==> config.mk <==
export PLATFORM = sky130hd
export DESIGN_NAME = gated_tmr_cnt
export DESIGN_NICKNAME = d
export VERILOG_FILES = /design/src/rtl/gtc_pkg.sv /design/src/rtl/gtc_prescale.sv /design/src/rtl/gtc_sync.sv /design/src/rtl/gtc_ctrl.sv /design/src/rtl/gtc_dp.sv /design/src/rtl/gated_tmr_cnt.sv
export SDC_FILE = /design/constraint.sdc
export NUM_CORES = 1
export LEC_CHECK = 0
export ABC_AREA = 1
export BUFFER_PORTS_ARGS = -buffer_cell sky130_fd_sc_hd__buf_2
export CAP_MARGIN = 20
export CORE_MARGIN = 2
export CORE_UTILIZATION = 45
export CTS_CLUSTER_SIZE = 40
export DETAILED_ROUTE_END_ITERATION = 8
export PLACE_DENSITY = 0.67
export SLEW_MARGIN = 20
export SYNTH_ARGS = -nofsm -noshare
export SYNTH_HDL_FRONTEND = slang
export SYNTH_SLANG_ARGS = --single-unit
==> constraint.sdc <==
create_clock -name clk -period 2.4 [get_ports clk]
set_input_delay 0.72 -clock clk [delete_from_list [all_inputs] [get_ports clk]]
set_output_delay 0.72 -clock clk [all_outputs]
set_load 0.05 [all_outputs]
==> src/rtl/gtc_pkg.sv <==
package gtc_pkg;
  // Strobes handed from the control block to the datapath
  typedef struct packed {
    logic incr;     // advance the count by one this clock
    logic flagClr;  // request to drop the overflow flag
  } gtc_stb_t;
endpackage

==> src/rtl/gtc_prescale.sv <==
module gtc_prescale #(
  parameter int DIV = 12
) (
  input  logic clk,
  input  logic rstN,
  output logic mcStrobe
);
  localparam int PW = (DIV > 2) ? $clog2(DIV) : 1;
  localparam logic [PW-1:0] LAST = PW'(DIV - 1);

  logic [PW-1:0] phase;

  always_ff @(posedge clk or negedge rstN) begin
    if (!rstN)              phase <= '0;
    else if (phase == LAST) phase <= '0;
    else                    phase <= phase + 1'b1;
  end

  assign mcStrobe = (phase == LAST);
endmodule

==> src/rtl/gtc_sync.sv <==
module gtc_sync #(
  parameter int WIDTH  = 2,
  parameter int STAGES = 2
) (
  input  logic             clk,
  input  logic             rstN,
  input  logic [WIDTH-1:0] asyncIn,
  output logic [WIDTH-1:0] syncOut
);
  logic [WIDTH-1:0] chain [STAGES];

  genvar s;
  generate
    for (s = 0; s < STAGES; s++) begin : g_stage
      if (s == 0) begin : g_first
        always_ff @(posedge clk or negedge rstN) begin
          if (!rstN) chain[0] <= '0;
          else       chain[0] <= asyncIn;
        end
      end else begin : g_next
        always_ff @(posedge clk or negedge rstN) begin
          if (!rstN) chain[s] <= '0;
          else       chain[s] <= chain[s-1];
        end
      end
    end
  endgenerate

  assign syncOut = chain[STAGES-1];
endmodule

==> src/rtl/gtc_ctrl.sv <==
module gtc_ctrl
  import gtc_pkg::*;
#(
  parameter int DIV         = 12,
  parameter int SYNC_STAGES = 2
) (
  input  logic     clk,
  input  logic     rstN,
  input  logic     runEn,
  input  logic     gateEn,
  input  logic     evtSel,
  input  logic     ovfClr,
  input  logic     evtPin,
  input  logic     gatePin,
  output gtc_stb_t stb,
  output logic     mcStrobe,
  output logic     gateLvl
);
  localparam int PINS = 2;

  logic [PINS-1:0] pinSync;
  logic            evtLvl;
  logic            evtHist;
  logic            fallSeen;
  logic            countOk;
  logic            srcTick;

  gtc_prescale #(.DIV(DIV)) uPresc (
    .clk     (clk),
    .rstN    (rstN),
    .mcStrobe(mcStrobe)
  );

  gtc_sync #(.WIDTH(PINS), .STAGES(SYNC_STAGES)) uSync (
    .clk    (clk),
    .rstN   (rstN),
    .asyncIn({gatePin, evtPin}),
    .syncOut(pinSync)
  );

  assign evtLvl  = pinSync[0];
  assign gateLvl = pinSync[1];

  // Level of the event pin taken at the previous sample point
  always_ff @(posedge clk or negedge rstN) begin
    if (!rstN)         evtHist <= 1'b0;
    else if (mcStrobe) evtHist <= evtLvl;
  end

  assign fallSeen = evtHist & ~evtLvl;
  assign countOk  = runEn & (~gateEn | gateLvl);
  assign srcTick  = evtSel ? fallSeen : 1'b1;

  always_comb begin
    stb.incr    = mcStrobe & countOk & srcTick;
    stb.flagClr = ovfClr;
  end
endmodule

==> src/rtl/gtc_dp.sv <==
module gtc_dp
  import gtc_pkg::*;
#(
  parameter int CNT_W = 16
) (
  input  logic             clk,
  input  logic             rstN,
  input  gtc_stb_t         stb,
  output logic [CNT_W-1:0] count,
  output logic             ovfFlag
);
  localparam logic [CNT_W-1:0] MAXV = '1;

  logic wrapNow;

  assign wrapNow = stb.incr && (count == MAXV);

  always_ff @(posedge clk or negedge rstN) begin
    if (!rstN)         count <= '0;
    else if (stb.incr) count <= count + 1'b1;
  end

  always_ff @(posedge clk or negedge rstN) begin
    if (!rstN)            ovfFlag <= 1'b0;
    else if (wrapNow)     ovfFlag <= 1'b1;
    else if (stb.flagClr) ovfFlag <= 1'b0;
  end
endmodule

==> src/rtl/gated_tmr_cnt.sv <==
module gated_tmr_cnt
  import gtc_pkg::*;
#(
  parameter int CNT_W       = 16,
  parameter int DIV         = 12,
  parameter int SYNC_STAGES = 2
) (
  input  logic             clk,
  input  logic             rstN,
  input  logic             runEn,
  input  logic             gateEn,
  input  logic             evtSel,
  input  logic             ovfClr,
  input  logic             evtPin,
  input  logic             gatePin,
  output logic [CNT_W-1:0] count,
  output logic             ovfFlag
);
  gtc_stb_t stb;
  logic     mcStrobe;
  logic     gateLvl;

  gtc_ctrl #(.DIV(DIV), .SYNC_STAGES(SYNC_STAGES)) uCtrl (
    .clk     (clk),
    .rstN    (rstN),
    .runEn   (runEn),
    .gateEn  (gateEn),
    .evtSel  (evtSel),
    .ovfClr  (ovfClr),
    .evtPin  (evtPin),
    .gatePin (gatePin),
    .stb     (stb),
    .mcStrobe(mcStrobe),
    .gateLvl (gateLvl)
  );

  gtc_dp #(.CNT_W(CNT_W)) uDp (
    .clk    (clk),
    .rstN   (rstN),
    .stb    (stb),
    .count  (count),
    .ovfFlag(ovfFlag)
  );
endmodule

==> results of run 1 <==
-- cells by family (layout without fill, tap and decap cells) --
kind of cell,count (synthesis),in the layout,share of synthesized area
flip-flops,26,26,0.490
buffers and inverters,23,49,0.0792
AND/OR/NAND/NOR,100,100,0.346
AO/OA/AOI/OAI,9,9,0.0339
adder cells (fa/ha/maj),2,2,0.0188
XOR/XNOR,4,4,0.0321
-- state kept, by name, summed over array words and instances, names as in the netlist --
name	flops
uCtrl.evtHist	1
uCtrl.uPresc.phase	4
uCtrl.uSync.chain	2
uDp.ovfFlag	1
uDp.count	16
uCtrl.uSync.syncOut	2
-- routing by layer --
| metal | wire length [um] | global-route usage | vias to the layer above |
|---|---|---|---|
| met5 | 0 | 0 | - |
| met4 | 27 | 0.0598 | 0 |
| met3 | 102 | 0.0418 | 2 |
| met2 | 1250 | 0.315 | 21 |
| met1 | 1180 | 0.208 | 524 |
| li1 | - | - | 559 |
-- power by group --
group / switching (W) / total [W] / internal, W
Combinational: 0.0000491 / 0.0000681 / 0.0000190
Clock: 0.000130 / 0.000222 / 0.0000929
Sequential: 0.0000116 / 0.000460 / 0.000449
Total: 0.000190 / 0.000751 / 0.000561
-- synthesized netlist by cell type --
cell type,n
buf_6,1
buf_8,1
nand2_4,1
xor2_2,1
inv_2,1
nor2_1,18
dfrtp_1,26
nor2_4,2
o21ai_0,7
nand4_1,5
or2_2,1
nand2_2,1
a21oi_1,2
nand3_1,10
xnor2_1,2
xor2_1,1
ha_1,2
nand3b_1,4
nand2_1,57
inv_1,20
nor2_8,1
-- how the worst max path moves through the flow --
stage	start	to	slack, ps	cells after the start
after floorplan	uDp.count[0]	uDp.count[14]	710	8
after global placement	gateEn	uDp.count[8]	670	7
after detailed placement	gateEn	uDp.count[6]	630	7
after CTS	uDp.count[0]	count[0]	560	1
after global routing	uDp.count[7]	count[7]	520	1
final	uDp.count[0]	count[0]	570	1
-- layout make-up --
| class | count | area [um^2] |
|---|---|---|
| multi-input combinational | 115 | 572 |
| inverter | 21 | 78.8 |
| clock buffer | 4 | 36.3 |
| timing repair buffer | 24 | 120 |
| sequential | 26 | 651 |
| tap | 31 | 38.8 |
| fill | 272 | 1280 |
-- through the flow --
stage	power [W]	hold WS [ps]
6_report	0.000751	362
5_1_grt	0.000785	382
4_1_cts	0.000763	369
3_5_place_dp	0.000539	337
3_3_place_gp	0.000536	335
2_1_floorplan	0.000513	331
-- cells in the final DEF, fill, tap and decap left out --
master and count:
clkbuf_8 1, inv_2 1, nor2_8 1, buf_2 24, xnor2_1 2, nand3_1 10, inv_1 20, dfrtp_1 26
nor2_1 18, nand4_1 5, a21oi_1 2, nand2_1 57, clkbuf_4 3, xor2_2 1, nor2_4 2, xor2_1 1
nand2_2 1, o21ai_0 7, nand3b_1 4, ha_1 2, nand2_4 1, or2_2 1
==> reports/qor.csv, run 1 <==
stage;metric;value;unit
outcome;status;complete, no violations;
pwr;Peak VDD IR;0.546;mV
cts;clock buffer depth;2;
sta;worst setup margin;571;ps
setup_path;delay-heaviest family, CP;flip-flops;
drt;antenna viol nets, final;0;
cts;Resized cells post-CTS;0;
final_layout;design area;1500;um^2
drt;vias per cell;5.00;
placement;Setup WS pre-CTS;635;ps
cts;CTS Sinks;26;
run;number of max-cap violations;0;
setup_path;CP arrival;1110;ps
final_layout;Synth-to-Final Area Change;12.7;%
drt;Avg WL per Cell;11.6;um
setup_path;CP Cell Sequence;buf_2;
sta;setup violators final;0;
sta;Setup Skew;11.0;ps
yosys;synth unique cells;21;
drt;DR iter-0 viols;20;
setup_path;R2R Path End;uDp.count[11];
final_layout;final std cells w/o fill;221;
global_route;global-route wire length before repair;4.58;mm
final_layout;fin util;0.538;
setup_path;max incr delay on CP;480;ps
global_route;vias in the first global route;1072;
yosys;Synth Net Count;174;
final_layout;final net count;201;
placement;area of placed instances;1460;um^2
placement;# port buffers;24;
yosys;top post-synthesis cells by area;dfrtp_1 (49%), nand2_1 (16%), inv_1 (5.7%), nor2_1 (5.1%), nand3_1 (3.8%);
sta;Tmin final;1830;ps
sta;Max Freq;547;MHz
final_layout;layout cells sized above 1;0.189;
global_route;initial antenna violation count;0;
drt;first-pass detailed-route iteration total;4;
final_layout;Ant. Diodes;0;
global_route;Overflow after GRT;0;
cts;clock slew at reported path FFs;140;ps
cts;clk_lat worst skew;330;ps
min_path;Hold/Removal Path Class;input pin to asynchronous set/reset pin;
floorplan;Core Area;2780;um^2
pwr;Pwr Density;502;nW/um^2
yosys;Syn Area/Cell;8.09;um^2
drt;DRC;0;
placement;gpl congestion;0.810;
floorplan;Die X;58.3;um
setup_path;crit path buf inv count;1;
yosys;area leader, netlist;dfrtp_1;
sta;TNS Setup;0;ps
cts;CTS root buffer;clkbuf_4;
global_route;largest net degree at the start of global routing;27;
floorplan;initial cell density of the core;0.477;
yosys;Yosys reg bits;26;
setup_path;FF-to-FF Start;uCtrl.uPresc.phase[0];
sta;Final Hold Vio Count;0;
yosys;Cells after Synth;164;
cts;Inserted Clock Buffers;3;
floorplan;Row Count;19;
yosys;Seq/Total Area, Yosys;0.490;
placement;placed insts;217;
floorplan;die height;58.3;um
setup_path;Required @ worst endpoint;1680;ps
drt;DRT Wirelength;2.56;mm
pwr;Static Leak;0.782;nW
sta;Final Max Tran Viols;0;
global_route;Global Route Usage Sum;0.177;
setup_path;R2R Setup Slk;820;ps
yosys;Yosys warning count;0;
floorplan;Die Area;3400;um^2
drt;vias post-DR;1106;
setup_path;CP Class;flip-flop to primary output;
yosys;post-synthesis cell area;1330;um^2
cts;Hold-fix buffers, CTS;0;
floorplan;I/O pin cnt;25;
setup_path;Max stage delay cell, worst path;dfrtp_1;
setup_path;Worst Reg-to-Reg Cells;8;
yosys;top cell type's share of synthesized area;0.490;
cts;Setup Fix Bufs, Post-CTS;0;
sta;Tcrit/Tclk final;0.762;
sta;RSZ-0062 raised after global routing;no;
setup_path;CP Max Fanout;4;
placement;Final HPWL DP;1.85;mm
cts;CTS tree;done;
sta;Slew @ Worst Pin;571;ps
setup_path;critical path startpoint category;flip-flop;
sta;worst rel slew slack;0.619;
cts;# H-tree levels;1;
setup_path;CP endpoint kind;primary output;
(Power assumes the default switching activity.)
==> inputs of run 2 (changes only) <==
--- a/config.mk
+++ b/config.mk
@@ -5,14 +5,14 @@
 export SDC_FILE = /design/constraint.sdc
 export NUM_CORES = 1
 export LEC_CHECK = 0
-export ABC_AREA = 1
+export ABC_AREA = 0
 export BUFFER_PORTS_ARGS = -buffer_cell sky130_fd_sc_hd__buf_2
 export CAP_MARGIN = 20
 export CORE_MARGIN = 2
 export CORE_UTILIZATION = 45
 export CTS_CLUSTER_SIZE = 40
 export DETAILED_ROUTE_END_ITERATION = 8
-export PLACE_DENSITY = 0.67
+export PLACE_DENSITY = 0.68
 export SLEW_MARGIN = 20
 export SYNTH_ARGS = -nofsm -noshare
 export SYNTH_HDL_FRONTEND = slang
==> constraint.sdc (replaced) <==
create_clock -name clk -period 1.9 [get_ports clk]
set_input_delay 0.57 -clock clk [delete_from_list [all_inputs] [get_ports clk]]
set_output_delay 0.57 -clock clk [all_outputs]
set_load 0.05 [all_outputs]
==> reports/qor.csv, run 2 <==
stage;metric;value;unit
pwr;total power;0.000964;W
final_layout;Ant. Diodes;0;
global_route;initial antenna violation count;0;
drt;antenna viol nets, final;0;
yosys;top post-synthesis cells by area;dfrtp_1 (57%), xnor2_1 (12%), nand4_1 (5.5%), mux2_2 (3.0%), a2111oi_4 (2.4%);
floorplan;Die X;54.2;um
cts;Hold-fix buffers, CTS;0;
final_layout;final std cells w/o fill;150;
yosys;Syn Area/Cell;12.6;um^2
yosys;Yosys warning count;0;
drt;vias per cell;5.18;
pwr;Clk network pwr share;0.281;
setup_path;critical path startpoint category;flip-flop;
sta;worst rel slew slack;0.627;
cts;# H-tree levels;1;
setup_path;Max stage delay cell, worst path;dfrtp_1;
global_route;Global Route Usage Sum;0.152;
cts;CTS tree;done;
floorplan;Core Area;2430;um^2
yosys;Cells after Synth;90;
floorplan;Row Count;18;
global_route;met2 Use GR;0.231;
final_layout;final net count;131;
cts;clock buffer depth;2;
drt;Avg WL per Cell;12.5;um
pwr;Sw Ratio;0.256;
final_layout;design area;1340;um^2
placement;gpl congestion;0.769;
yosys;post-synthesis cell area;1130;um^2
floorplan;initial cell density of the core;0.466;
setup_path;Required @ worst endpoint;1330;ps
pwr;Comb pwr share;0.110;
min_path;Hold/Removal Path Class;input pin to asynchronous set/reset pin;
placement;Final HPWL DP;1.41;mm
sta;TNS Setup;0;ps
global_route;global-route wire length before repair;3.16;mm
setup_path;CP Max Fanout;7;
floorplan;I/O pin cnt;25;
drt;DR iter-0 viols;5;
pwr;Peak VDD IR;0.469;mV
placement;# port buffers;24;
yosys;most frequent cells after synthesis;dfrtp_1 (26), xnor2_1 (15), nand4_1 (10);
yosys;ys async rst share;1.00;
sta;Max Freq;597;MHz
cts;Setup Fix Bufs, Post-CTS;0;
drt;first-pass detailed-route iteration total;4;
final_layout;layout cells sized above 1;0.308;
sta;Final Hold Vio Count;0;
global_route;vias in the first global route;754;
pwr;sequential share of power;0.609;
global_route;M3 GR Usage;0.0306;
drt;DRT Wirelength;1.87;mm
cts;Resized cells post-CTS;0;
sta;setup violators final;0;
placement;area of placed instances;1310;um^2
yosys;Synth Flop Type;dfrtp_1;
yosys;Post-synth EDFFs;0;
drt;vias post-DR;777;
placement;Setup WS pre-CTS;125;ps
cts;clock slew at reported path FFs;130;ps
yosys;synth unique cells;21;
sta;RSZ-0062 raised after global routing;no;
pwr;Internal Dissipation;0.000717;W
cts;CTS Sinks;26;
pwr;Static Leak;0.663;nW
cts;Inserted Clock Buffers;3;
setup_path;CP endpoint kind;primary output;
cts;clk_lat worst skew;310;ps
setup_path;delay-heaviest family, CP;flip-flops;
final_layout;Largest regs;uDp.count: 16 flops, uCtrl.uPresc.phase: 4 flops;
final_layout;Synth-to-Final Area Change;18.5;%
yosys;area leader, netlist;dfrtp_1;
floorplan;die height;54.2;um
sta;worst setup margin;224;ps
global_route;largest net degree at the start of global routing;27;
pwr;P_sw;0.000247;W
setup_path;CP arrival;1110;ps
yosys;Synth Net Count;100;
setup_path;CP Cell Sequence;buf_2;
final_layout;Biggest register;uDp.count;
cts;CTS root buffer;clkbuf_4;
sta;Tmin final;1680;ps
setup_path;crit path buf inv count;1;
floorplan;Die Area;2930;um^2
global_route;met1 usage;0.202;
setup_path;CP Class;flip-flop to primary output;
setup_path;max incr delay on CP;490;ps
yosys;Yosys reg bits;26;
yosys;top cell type's share of synthesized area;0.575;
sta;Tcrit/Tclk final;0.882;
pwr;Pwr Density;719;nW/um^2
outcome;status;complete, no violations;
drt;DRC;0;
run;number of max-cap violations;0;
yosys;Seq/Total Area, Yosys;0.575;
setup_path;Worst Reg-to-Reg Cells;6;
global_route;Overflow after GRT;0;
sta;Slew @ Worst Pin;559;ps
setup_path;Critical Path Stages;1;
final_layout;most common cell after layout, fill and taps aside;dfrtp_1;
final_layout;Largest register FFs;16;
placement;placed insts;146;
yosys;count leader, synth;dfrtp_1;
sta;Setup Skew;1.32;ps
global_route;global route hottest layer;met2;
sta;Final Max Tran Viols;0;
final_layout;commonest cells after routing, fill and taps aside;dfrtp_1 (26), buf_2 (24), xnor2_1 (15);
[run 2: cell families (layout without fill, tap and decap cells)]
logic type,after synthesis,count (layout),share of synthesized area
AOI/OAI and AO/OA,4,4,0.0453
xor gates and xnor gates,16,16,0.124
adders and majority gates,2,2,0.0221
buffers and inverters,2,32,0.00663
DFF,26,26,0.575
muxes,3,3,0.0298
and+or+nand+nor,37,37,0.198
[run 2: final cells by class]
| class | instances | area [um^2] |
|---|---|---|
| clock buffers | 4 | 36.3 |
| fillers | 234 | 1090 |
| inverters | 2 | 7.51 |
| multi-input cells | 62 | 474 |
| flip-flops and latches | 26 | 651 |
| well taps | 30 | 37.5 |
| repair buffers | 26 | 135 |
[run 2: power groups by stage]
stage / Clock, W / Sequential (W) / Combinational, W
6_report: 0.000271 / 0.000587 / 0.000106
5_1_grt: 0.000301 / 0.000591 / 0.000117
4_1_cts: 0.000280 / 0.000587 / 0.000109
3_5_place_dp: 0 / 0.000598 / 0.000108
3_3_place_gp: 0 / 0.000598 / 0.000108
2_1_floorplan: 0 / 0.000640 / 0.0000259
[run 2: path summary, 6_finish.rpt]
path	slack, ps	endpoint	startpoint
max in group asynchronous	1310	uDp.count[6]	rstN
worst min-delay path	230	uCtrl.uPresc.phase[3]	rstN
min in group clk	350	uCtrl.uSync.chain[2]	evtPin
worst max register to register	240	uDp.count[5]	uCtrl.uPresc.phase[0]
worst max-delay path	220	count[3]	uDp.count[3]
worst min register to register	370	uCtrl.uSync.syncOut[1]	uCtrl.uSync.chain[3]
[run 2: per-layer routing]
metal | up-vias | part of all wire
met1 | 377 | 0.47
met5 | - | 0
met3 | 2 | 0.053
met2 | 19 | 0.47
li1 | 379 | -
met4 | 0 | 0.011
[run 2: through the flow]
| stage | hold slack [ps] | util |
|---|---|---|
| after global routing | 261 | 0.551 |
| after floorplan | 274 | - |
| after detailed placement | 341 | 0.537 |
| after CTS | 245 | 0.551 |
| after global placement | 333 | 0.537 |
| final | 227 | 0.551 |
==> inputs of run 3 (changes only) <==
==> constraint.sdc (replaced) <==
create_clock -name clk -period 2.15 [get_ports clk]
set_input_delay 0.645 -clock clk [delete_from_list [all_inputs] [get_ports clk]]
set_output_delay 0.645 -clock clk [all_outputs]
set_load 0.05 [all_outputs]
==> reports/qor.csv, run 3 (synthesis gave the netlist of run 2 again) <==
stage;metric;value;unit
floorplan;die height;54.2;um
final_layout;Largest regs;uDp.count: 16 flops, uCtrl.uPresc.phase: 4 flops;
floorplan;Die X;54.2;um
cts;Resized cells post-CTS;0;
drt;Detail Route met3 WL;94;um
floorplan;Die Area;2930;um^2
final_layout;Biggest register;uDp.count;
setup_path;max incr delay on CP;490;ps
cts;CTS tree;done;
cts;clock slew at reported path FFs;130;ps
floorplan;Row Count;18;
setup_path;CP Cell Sequence;ha_1 -> nand3b_4 -> a2111oi_4 -> mux2_2;
sta;TNS Setup;0;ps
cts;Inserted Clock Buffers;3;
global_route;largest net degree at the start of global routing;27;
setup_path;Max stage delay cell, worst path;a2111oi_4;
sta;Max Freq;566;MHz
final_layout;commonest cells after routing, fill and taps aside;dfrtp_1 (26), buf_2 (24), xnor2_1 (15);
placement;# port buffers;24;
final_layout;final net count;130;
sta;Tmin final;1770;ps
global_route;vias in the first global route;759;
drt;DR iter-0 viols;8;
sta;Tcrit/Tclk final;0.822;
pwr;total power;0.000856;W
floorplan;initial cell density of the core;0.466;
final_layout;Largest register FFs;16;
drt;M1 WL;849;um
setup_path;CP Class;flip-flop to flip-flop;
outcome;status;complete, no violations;
placement;gpl congestion;0.739;
global_route;global-route wire length before repair;3.28;mm
setup_path;R2R Setup Slk;380;ps
final_layout;final std cells w/o fill;149;
setup_path;Critical Path Source;uCtrl.uPresc.phase[0];
final_layout;multi-input logic area;474;um^2
pwr;Pwr Density;642;nW/um^2
drt;first-pass detailed-route iteration total;4;
cts;Setup Fix Bufs, Post-CTS;0;
drt;DRC;0;
placement;Final HPWL DP;1.47;mm
final_layout;Reg area;651;um^2
cts;CTS Sinks;26;
setup_path;CP Max Fanout;7;
drt;top layer in use;met4;
sta;worst rel slew slack;0.621;
sta;Final Max Tran Viols;0;
setup_path;Required @ worst endpoint;2370;ps
pwr;Static Leak;0.658;nW
setup_path;FF-to-FF Start;uCtrl.uPresc.phase[0];
final_layout;Ant. Diodes;0;
final_layout;layout cells sized above 1;0.303;
drt;met2 wire length;1.01;mm
global_route;Overflow after GRT;0;
drt;vias per cell;5.32;
sta;RSZ-0062 raised after global routing;no;
floorplan;I/O pin cnt;25;
cts;clock buffer depth;2;
drt;antenna viol nets, final;0;
final_layout;most common cell after layout, fill and taps aside;dfrtp_1;
sta;Final Hold Vio Count;0;
floorplan;Core Area;2430;um^2
global_route;Global Route Usage Sum;0.160;
pwr;Peak VDD IR;0.384;mV
global_route;initial antenna violation count;0;
setup_path;CP arrival;1990;ps
cts;Hold-fix buffers, CTS;0;
run;number of max-cap violations;0;
sta;Setup Skew;0.999;ps
final_layout;Synth-to-Final Area Change;17.8;%
setup_path;crit path buf inv count;0;
drt;vias post-DR;792;
drt;Avg WL per Cell;13.2;um
drt;DRT Wirelength;1.97;mm
sta;Slew @ Worst Pin;569;ps
min_path;Hold/Removal Path Class;input pin to asynchronous set/reset pin;
setup_path;delay-heaviest family, CP;compound AO/OA/AOI/OAI gates;
sta;setup violators final;0;
cts;# H-tree levels;1;
cts;clk_lat worst skew;310;ps
placement;placed insts;145;
setup_path;critical path startpoint category;flip-flop;
setup_path;CP endpoint kind;flip-flop;
sta;Hold WS;301;ps
cts;CTS root buffer;clkbuf_4;
final_layout;Fillers;227;
## run 3: changes by cell type in the layout (fill, tap and decap cells not counted)
cell,delta
buf_4,-1
## run 3: per-stage QoR
stage | cell area (um^2) | utilization | setup slack (ps)
6_report | 1330 | 0.548 | 382
5_1_grt | 1330 | 0.548 | 288
4_1_cts | 1330 | 0.548 | 358
3_5_place_dp | 1300 | 0.533 | 186
3_3_place_gp | 1300 | 0.533 | 223
2_1_floorplan | 1130 | - | 390
## run 3: metal layers
layer  vias up  GRT usage
met2        21      0.269
met5         -          0
met1       392      0.194
met4         0     0.0875
met3         2     0.0250
li1        377          -
## run 3: area by class of cell
class | count | area share
inverter | 2 | 0.00563
clock buffer | 4 | 0.0272
timing repair buffer | 25 | 0.0957
multi-input combinational | 62 | 0.356
tap | 30 | 0.0281
sequential | 26 | 0.488
## run 3: worst paths after layout
path,end,cells after the start
min reg2reg,uCtrl.uSync.syncOut[1],0
max reg2reg,uDp.count[1],4
min in group clk,uCtrl.uSync.syncOut[1],0
max,uDp.count[1],4
min,uCtrl.uPresc.phase[3],1
max in group asynchronous,uDp.count[9],1
## run 3: worst register-to-register path: stages, from the launching register on
cell,delay [ps]
dfrtp_1,410
ha_1,250
nand3b_4,130
a2111oi_4,490
mux2_2,390
## run 3: where the power goes
part           internal (W)  leakage [nW]  switching [W]
logic             0.0000264         0.293      0.0000669
clock network      0.000103        0.0210       0.000139
registers          0.000504         0.344      0.0000159
